$ cat src/rtl/dmar_pkg.sv
package dmar_pkg;
   typedef enum logic [1:0] {
      ST_IDLE = 2'd0,
      ST_LOOK = 2'd1,
      ST_WAIT = 2'd2
   } dmar_state_e;

   typedef enum logic [1:0] {
      FLT_NONE  = 2'd0,
      FLT_NOCTX = 2'd1,
      FLT_PERM  = 2'd2
   } dmar_fault_e;

   localparam int RID_W = 16;
endpackage

$ cat src/rtl/dmar_ctx_table.sv
module dmar_ctx_table #(
   parameter int SLOTS = 8,
   parameter int RID_W = 16,
   parameter int DOM_W = 8,
   localparam int SLOT_W = (SLOTS > 1) ? $clog2(SLOTS) : 1
) (
   input  logic             clk,
   input  logic             rst_n,
   input  logic             wr_en,
   input  logic [SLOT_W-1:0] wr_slot,
   input  logic [RID_W-1:0] wr_rid,
   input  logic [DOM_W-1:0] wr_dom,
   input  logic             wr_enable,
   input  logic [RID_W-1:0] lk_rid,
   output logic             lk_hit,
   output logic [DOM_W-1:0] lk_dom
);
   logic             en_q  [SLOTS];
   logic [RID_W-1:0] rid_q [SLOTS];
   logic [DOM_W-1:0] dom_q [SLOTS];
   logic [SLOTS-1:0] match;

   if (SLOTS < 1) begin : g_bad_slots
      $error("dmar_ctx_table: SLOTS must be at least 1");
   end

   for (genvar i = 0; i < SLOTS; i++) begin : g_match
      assign match[i] = en_q[i] && (rid_q[i] == lk_rid);
   end

   always_comb begin
      lk_hit = |match;
      lk_dom = '0;
      for (int i = SLOTS - 1; i >= 0; i--) begin
         if (match[i]) lk_dom = dom_q[i];
      end
   end

   always_ff @(posedge clk) begin
      if (!rst_n) begin
         for (int i = 0; i < SLOTS; i++) en_q[i] <= 1'b0;
      end else if (wr_en) begin
         en_q[wr_slot] <= wr_enable;
      end
   end

   always_ff @(posedge clk) begin
      if (wr_en) begin
         rid_q[wr_slot] <= wr_rid;
         dom_q[wr_slot] <= wr_dom;
      end
   end

   // an enabled write is visible to a lookup of that identity one cycle later
   a_r1_prog_visible: assert property (@(posedge clk) disable iff (!rst_n)
      (wr_en && wr_enable) |=> ((lk_rid != $past(wr_rid)) || lk_hit));
endmodule

$ cat src/rtl/dmar_tlb.sv
module dmar_tlb #(
   parameter int ENTRIES     = 16,
   parameter int DOM_W       = 8,
   parameter int VPN_W       = 36,
   parameter int PPN_W       = 36,
   parameter int FILL_POLICY = 0,
   localparam int IDX_W = (ENTRIES > 1) ? $clog2(ENTRIES) : 1
) (
   input  logic             clk,
   input  logic             rst_n,
   input  logic [DOM_W-1:0] lk_dom,
   input  logic [VPN_W-1:0] lk_vpn,
   output logic             lk_hit,
   output logic [PPN_W-1:0] lk_ppn,
   output logic             lk_rd,
   output logic             lk_wr,
   input  logic             fill_en,
   input  logic [DOM_W-1:0] fill_dom,
   input  logic [VPN_W-1:0] fill_vpn,
   input  logic [PPN_W-1:0] fill_ppn,
   input  logic             fill_rd,
   input  logic             fill_wr,
   input  logic             inv_en,
   input  logic [DOM_W-1:0] inv_dom
);
   logic               val_q [ENTRIES];
   logic [DOM_W-1:0]   dom_q [ENTRIES];
   logic [VPN_W-1:0]   vpn_q [ENTRIES];
   logic [PPN_W-1:0]   ppn_q [ENTRIES];
   logic               rd_q  [ENTRIES];
   logic               wr_q  [ENTRIES];
   logic [ENTRIES-1:0] hit_vec;
   logic [IDX_W-1:0]   rr_ptr;
   logic [IDX_W-1:0]   victim;

   if (ENTRIES < 2 || (1 << IDX_W) != ENTRIES) begin : g_bad_entries
      $error("dmar_tlb: ENTRIES must be a power of two, at least 2");
   end
   if (FILL_POLICY != 0 && FILL_POLICY != 1) begin : g_bad_policy
      $error("dmar_tlb: FILL_POLICY must be 0 or 1");
   end

   for (genvar i = 0; i < ENTRIES; i++) begin : g_cmp
      assign hit_vec[i] = val_q[i] && (dom_q[i] == lk_dom) && (vpn_q[i] == lk_vpn);
   end

   always_comb begin
      lk_hit = |hit_vec;
      lk_ppn = '0;
      lk_rd  = 1'b0;
      lk_wr  = 1'b0;
      for (int i = 0; i < ENTRIES; i++) begin
         if (hit_vec[i]) begin
            lk_ppn = lk_ppn | ppn_q[i];
            lk_rd  = lk_rd | rd_q[i];
            lk_wr  = lk_wr | wr_q[i];
         end
      end
   end

   if (FILL_POLICY == 0) begin : g_rr
      assign victim = rr_ptr;
   end else begin : g_free_first
      always_comb begin
         victim = rr_ptr;
         for (int i = ENTRIES - 1; i >= 0; i--) begin
            if (!val_q[i]) victim = IDX_W'(i);
         end
      end
   end

   always_ff @(posedge clk) begin
      if (!rst_n) begin
         rr_ptr <= '0;
         for (int i = 0; i < ENTRIES; i++) val_q[i] <= 1'b0;
      end else begin
         if (inv_en) begin
            for (int i = 0; i < ENTRIES; i++) begin
               if (dom_q[i] == inv_dom) val_q[i] <= 1'b0;
            end
         end
         if (fill_en) begin
            val_q[victim] <= 1'b1;
            rr_ptr        <= victim + IDX_W'(1);
         end
      end
   end

   always_ff @(posedge clk) begin
      if (fill_en) begin
         dom_q[victim] <= fill_dom;
         vpn_q[victim] <= fill_vpn;
         ppn_q[victim] <= fill_ppn;
         rd_q[victim]  <= fill_rd;
         wr_q[victim]  <= fill_wr;
      end
   end

   // fills happen only on misses, so a tag is held at most once
   a_r8_single_hit: assert property (@(posedge clk) disable iff (!rst_n)
      $onehot0(hit_vec));
   // after an invalidate, the named domain no longer hits
   a_r9_inv_clears: assert property (@(posedge clk) disable iff (!rst_n)
      (inv_en && !fill_en) |=> !(lk_hit && (lk_dom == $past(inv_dom))));
endmodule

$ cat src/rtl/dmar_unit.sv
module dmar_unit
   import dmar_pkg::*;
#(
   parameter int GPA_W       = 48,
   parameter int HPA_W       = 48,
   parameter int PAGE_SHIFT  = 12,
   parameter int DOM_W       = 8,
   parameter int CTX_SLOTS   = 8,
   parameter int TLB_ENTRIES = 16,
   parameter int FILL_POLICY = 0,
   localparam int VPN_W  = GPA_W - PAGE_SHIFT,
   localparam int PPN_W  = HPA_W - PAGE_SHIFT,
   localparam int SLOT_W = (CTX_SLOTS > 1) ? $clog2(CTX_SLOTS) : 1
) (
   input  logic              clk,
   input  logic              rst_n,
   input  logic              req_valid,
   output logic              req_ready,
   input  logic [15:0]       req_rid,
   input  logic              req_write,
   input  logic [GPA_W-1:0]  req_gpa,
   output logic              rsp_valid,
   output logic              rsp_fault,
   output logic [HPA_W-1:0]  rsp_hpa,
   input  logic              ctx_wr,
   input  logic [SLOT_W-1:0] ctx_slot,
   input  logic [15:0]       ctx_rid,
   input  logic [DOM_W-1:0]  ctx_dom,
   input  logic              ctx_enable,
   output logic              miss_valid,
   output logic [DOM_W-1:0]  miss_dom,
   output logic [VPN_W-1:0]  miss_vpn,
   input  logic              fill_valid,
   input  logic [PPN_W-1:0]  fill_ppn,
   input  logic              fill_read,
   input  logic              fill_write,
   input  logic              inv_valid,
   input  logic [DOM_W-1:0]  inv_dom,
   output logic              fault_valid,
   output logic [1:0]        fault_code,
   output logic [15:0]       fault_rid,
   output logic [GPA_W-1:0]  fault_gpa
);
   if (PAGE_SHIFT < 1 || GPA_W <= PAGE_SHIFT || HPA_W <= PAGE_SHIFT) begin : g_bad_widths
      $error("dmar_unit: address widths must exceed PAGE_SHIFT");
   end
   if (RID_W != 16) begin : g_bad_rid
      $error("dmar_unit: requester identity must be 16 bits");
   end

   dmar_state_e       state;
   logic [15:0]       q_rid;
   logic              q_write;
   logic [GPA_W-1:0]  q_gpa;
   logic [DOM_W-1:0]  q_dom;
   logic              ctx_hit;
   logic [DOM_W-1:0]  ctx_lk_dom;
   logic              tlb_hit;
   logic [PPN_W-1:0]  tlb_ppn;
   logic              tlb_rd;
   logic              tlb_wr;
   logic              fill_en;
   logic              perm_ok;

   assign req_ready  = (state == ST_IDLE);
   assign miss_valid = (state == ST_WAIT);
   assign miss_dom   = q_dom;
   assign miss_vpn   = q_gpa[GPA_W-1:PAGE_SHIFT];
   assign fill_en    = (state == ST_WAIT) && fill_valid;
   assign perm_ok    = q_write ? tlb_wr : tlb_rd;

   dmar_ctx_table #(
      .SLOTS (CTX_SLOTS),
      .RID_W (RID_W),
      .DOM_W (DOM_W)
   ) u_ctx (
      .clk       (clk),
      .rst_n     (rst_n),
      .wr_en     (ctx_wr),
      .wr_slot   (ctx_slot),
      .wr_rid    (ctx_rid),
      .wr_dom    (ctx_dom),
      .wr_enable (ctx_enable),
      .lk_rid    (q_rid),
      .lk_hit    (ctx_hit),
      .lk_dom    (ctx_lk_dom)
   );

   dmar_tlb #(
      .ENTRIES     (TLB_ENTRIES),
      .DOM_W       (DOM_W),
      .VPN_W       (VPN_W),
      .PPN_W       (PPN_W),
      .FILL_POLICY (FILL_POLICY)
   ) u_tlb (
      .clk      (clk),
      .rst_n    (rst_n),
      .lk_dom   (ctx_lk_dom),
      .lk_vpn   (q_gpa[GPA_W-1:PAGE_SHIFT]),
      .lk_hit   (tlb_hit),
      .lk_ppn   (tlb_ppn),
      .lk_rd    (tlb_rd),
      .lk_wr    (tlb_wr),
      .fill_en  (fill_en),
      .fill_dom (q_dom),
      .fill_vpn (q_gpa[GPA_W-1:PAGE_SHIFT]),
      .fill_ppn (fill_ppn),
      .fill_rd  (fill_read),
      .fill_wr  (fill_write),
      .inv_en   (inv_valid),
      .inv_dom  (inv_dom)
   );

   always_ff @(posedge clk) begin
      if (!rst_n) begin
         state       <= ST_IDLE;
         q_rid       <= '0;
         q_write     <= 1'b0;
         q_gpa       <= '0;
         q_dom       <= '0;
         rsp_valid   <= 1'b0;
         rsp_fault   <= 1'b0;
         rsp_hpa     <= '0;
         fault_valid <= 1'b0;
         fault_code  <= FLT_NONE;
         fault_rid   <= '0;
         fault_gpa   <= '0;
      end else begin
         rsp_valid   <= 1'b0;
         fault_valid <= 1'b0;
         case (state)
            ST_IDLE: begin
               if (req_valid) begin
                  q_rid   <= req_rid;
                  q_write <= req_write;
                  q_gpa   <= req_gpa;
                  state   <= ST_LOOK;
               end
            end
            ST_LOOK: begin
               if (!ctx_hit || (tlb_hit && !perm_ok)) begin
                  rsp_valid   <= 1'b1;
                  rsp_fault   <= 1'b1;
                  rsp_hpa     <= '0;
                  fault_valid <= 1'b1;
                  fault_code  <= ctx_hit ? FLT_PERM : FLT_NOCTX;
                  fault_rid   <= q_rid;
                  fault_gpa   <= q_gpa;
                  state       <= ST_IDLE;
               end else if (tlb_hit) begin
                  rsp_valid <= 1'b1;
                  rsp_fault <= 1'b0;
                  rsp_hpa   <= {tlb_ppn, q_gpa[PAGE_SHIFT-1:0]};
                  state     <= ST_IDLE;
               end else begin
                  q_dom <= ctx_lk_dom;
                  state <= ST_WAIT;
               end
            end
            ST_WAIT: begin
               if (fill_valid) state <= ST_LOOK;
            end
            default: state <= ST_IDLE;
         endcase
      end
   end

   // an accepted request closes the port for the next cycle
   a_r7_one_outstanding: assert property (@(posedge clk) disable iff (!rst_n)
      (req_valid && req_ready) |=> (!req_ready && !rsp_valid));
   // a pending miss holds with stable contents until filled
   a_r4_miss_holds: assert property (@(posedge clk) disable iff (!rst_n)
      (miss_valid && !fill_valid) |=> (miss_valid && $stable(miss_vpn) && $stable(miss_dom)));
   // a fill produces a response two edges later
   a_r5_fill_answer: assert property (@(posedge clk) disable iff (!rst_n)
      (miss_valid && fill_valid) |-> ##2 rsp_valid);
   // a missing context never leads to a software request
   a_r2_noctx_nomiss: assert property (@(posedge clk) disable iff (!rst_n)
      (fault_valid && fault_code == FLT_NOCTX) |-> (rsp_fault && !miss_valid));
   // fault record and faulting response appear together
   a_r6_fault_pair: assert property (@(posedge clk) disable iff (!rst_n)
      rsp_valid |-> (rsp_fault == fault_valid));
   // a response is a single-cycle pulse
   a_r3_rsp_pulse: assert property (@(posedge clk) disable iff (!rst_n)
      rsp_valid |=> !rsp_valid);
endmodule

$ cat config.mk
export PLATFORM = sky130hd
export DESIGN_NAME = dmar_unit
export DESIGN_NICKNAME = d
export VERILOG_FILES = /design/src/rtl/dmar_pkg.sv /design/src/rtl/dmar_ctx_table.sv /design/src/rtl/dmar_tlb.sv /design/src/rtl/dmar_unit.sv
export SDC_FILE = /design/constraint.sdc
export NUM_CORES = 2
export LEC_CHECK = 0
export BUFFER_PORTS_ARGS = -buffer_cell sky130_fd_sc_hd__buf_2
export CAP_MARGIN = 0
export CORE_ASPECT_RATIO = 0.9
export CORE_MARGIN = 1.5
export CORE_UTILIZATION = 46
export CTS_CLUSTER_DIAMETER = 150
export DETAILED_ROUTE_END_ITERATION = 8
export MAX_ROUTING_LAYER = met4
export PLACE_DENSITY = 0.67
export SLEW_MARGIN = 20
export SYNTH_ARGS = -nofsm -noshare
export SYNTH_HDL_FRONTEND = slang
export SYNTH_HIERARCHICAL = 1
export SYNTH_SLANG_ARGS = --single-unit
$ cat constraint.sdc
create_clock -name clk -period 4.5 [get_ports clk]
set_clock_uncertainty 0.1 [all_clocks]
set_input_delay 0.9 -clock clk [delete_from_list [all_inputs] [get_ports clk]]
set_output_delay 0.9 -clock clk [all_outputs]
set_load 0.01 [all_outputs]
==> impl_metrics.toml <==
[sta]
tightest_slew_ns = 1.053
drv_slew = 0
layout_setup_ws_ns = -1.139
hold_violations = 0
rsz0062_at_grt = "true"
min_period_ns = 5.639
fmax_mhz = 177.3
whs_ns = 0.2288
period_share = 1.253
setup_viol = 126
slew_headroom = 0.2974

[run_status]
status = "complete, but fails checks"
violations = "negative setup slack"

[placed_design]
dpl.cell_count = 6838
routabilityCongestion = 0.8735
hpwl_um = 124800
port_buffers = 307
placed_area_um2 = 75790

[clock_tree]
cts-root-buf = "clkbuf_16"
clk_pin_slew_worst_paths_ns = 0.06
cts_max_path_buffers = 3
clock_sinks = 1724
cts_inserted_buffers = 170
cts_tree = "done"
clock_latency_ns = 0.81
h-tree-depth = 4
hold_buffers = 0

[route]
drtAntennaViolNets = 0
avgViaCountPerCell = 5.829
vias = 42390
drc = 0
drt_pass1_iterations = 6
wl_per_cell_um = 27.99
dr.first_iter.drc_count = 4911
wirelength_um = 203500

[critical_path]
end_kind = "flop"
path_class = "reg2reg"
crit_arrival_ns = 6.28
startpoint_type = "flop"
crit_fanout = 7
required_ns = 5.14

[floorplan]
start_util = 0.4654
die_y_um = 371.2
dieArea_um2 = 153000
num_rows = 134
core_area_um2 = 148900
pin_count = 308
die_x_um = 412.1

[logic_synthesis]
yosysWarnings = 6
synth_flop_cell = "edfxtp_1"
synth_cell_type_count = 67
syn_inst = 4503
synth_seq_area_share = 0.7154
synth-seq-cells = 1724
synthesis.nets = 4652
async_flop_share = 0
syn_avg_cell_area_um2 = 15.39
synth_edf_count = 1504
synthesis.area_um2 = 69290

[global_routing]
grt_first_pass_wirelength_um = 284500
grt_max_degree = 111
antenna_found_initial = 31
grt.overflow.total = 0
gr-usage-all-layers = 0.2663
first_global_vias = 40295

[final_layout]
final_cell_mix = "1504 x edfxtp_1, 634 x xor2_1, 306 x buf_2"
postLayoutCoreUtil = 0.5642
layout_commonest_cell = "edfxtp_1"
final_net_count = 5284
instances_no_fill = 7272
syn2layout_area_growth_pct = 21.24
fin_area_um2 = 84000
drive_above_1_share = 0.2473

[min_path]
hold_path.class = "in2reg"

[pwr]
p_leak_nw = 30.51
power.total_mw = 33.49
ir_worst_vdd_uv = 381.4
p_per_area_nw_per_um2 = 398.6

[job]
cap_violations = 0
[repair_timing]
action	in CTS	in global routing
gates cloned	9	7
endpoints found under the setup margin	126	126
setup buffers	55	40
resized for setup	152	124
pin swaps	49	64
[metal layers]
layer / track usage / up-vias / share of wire
met5: - / - / 0
met4: 0.07508 / 0 / 0.027
met3: 0.06237 / 320 / 0.10
met2: 0.3950 / 2311 / 0.46
met1: 0.3675 / 21538 / 0.42
li1: - / 18221 / -
[power by group]
group          internal (mW)  switching (mW)
logic                  0.599            1.01
registers               17.5           0.154
clock network           8.08            6.19
total                   26.1            7.35
[synthesized netlist by cell type, types with 113 or more instances]
cell	number	area share
a22o_1	152	0.019
xor2_1	652	0.082
buf_2	113	0.0082
xnor2_1	274	0.035
a221oi_1	153	0.019
nand3_1	136	0.0098
nand2_1	292	0.016
nand4_1	140	0.013
dfxtp_1	220	0.064
edfxtp_1	1504	0.65
nor4_1	160	0.014
a21boi_1	123	0.013
[layout make-up]
| type | count | area [µm²] |
|---|---|---|
| multi-input combinational | 2436 | 19440 |
| clock buffer | 243 | 4805 |
| clock inverter | 74 | 805.8 |
| inverter | 42 | 157.7 |
| sequential | 1724 | 49660 |
| fill | 11490 | 64880 |
| antenna | 20 | 50.05 |
| timing repair buffer | 761 | 6611 |
| tap | 1972 | 2467 |
[kinds of logic (layout without fill, tap and decap cells)]
logic type / after synthesis / after routing / synth area share
AOI/OAI and AO/OA: 605 / 605 / 0.06795
xor gates and xnor gates: 930 / 930 / 0.1180
adders and majority gates: 4 / 4 / 0.0007224
buffers and inverters: 343 / 1120 / 0.02750
DFF: 1724 / 1724 / 0.7154
muxes: 5 / 5 / 0.0007224
other: 0 / 20 / 0
and+or+nand+nor: 892 / 892 / 0.06971
[metrics by stage]
step	setup slack, ns	setup TNS, ns
2_1_floorplan	-0.01930	-0.9671
3_3_place_gp	-1.427	-164.30
3_5_place_dp	-1.402	-167.37
4_1_cts	-0.9650	-108.64
5_1_grt	-1.252	-140.48
6_report	-1.139	-130.51
[critical path, stage by stage, from the launching register on]
cell      delay [ns]
dfxtp_4         0.37
buf_12          0.14
xnor2_2         0.13
nand4_1         0.31
nor3_4          0.31
buf_6           0.14
o211ai_4        0.08
buf_6           0.14
o211ai_1        0.19
o211ai_1        0.21
a211oi_4        0.31
buf_12          0.19
buf_4           0.17
xor2_2          0.10
nor4_2          0.36
nand4_1         0.24
nor4_4          0.39
buf_4           0.22
a22o_1          0.12
a221oi_1        0.06
nand4_1         0.15
mux2i_4         0.14
buf_6           0.16
a21boi_4        0.16
buf_12          0.20
clkbuf_4        0.24
nand3_1         0.12
a21boi_1        0.13
[state kept, by name, indices dropped and copies added (netlist names), 48 cells and up]
register	cells
u_ctx/rid_q	128
u_tlb/ppn_q	576
fault_gpa	48
u_tlb/dom_q	128
u_tlb/vpn_q	576
rsp_hpa	48
u_ctx/dom_q	64
q_gpa	48
[path summary, 6_finish.rpt]
| kind | startpoint | to | slack, ns | cells past startpoint |
|---|---|---|---|---|
| worst max register to register | q_rid[0] | rsp_hpa[12] | -1.14 | 27 |
| worst min-delay path | req_gpa[42] | q_gpa[42] | 0.23 | 3 |
| worst max-delay path | q_rid[0] | rsp_hpa[12] | -1.14 | 27 |
| worst min register to register | fault_rid[12] | fault_rid[12] | 0.35 | 2 |
Power figures use the tool's default switching activity.
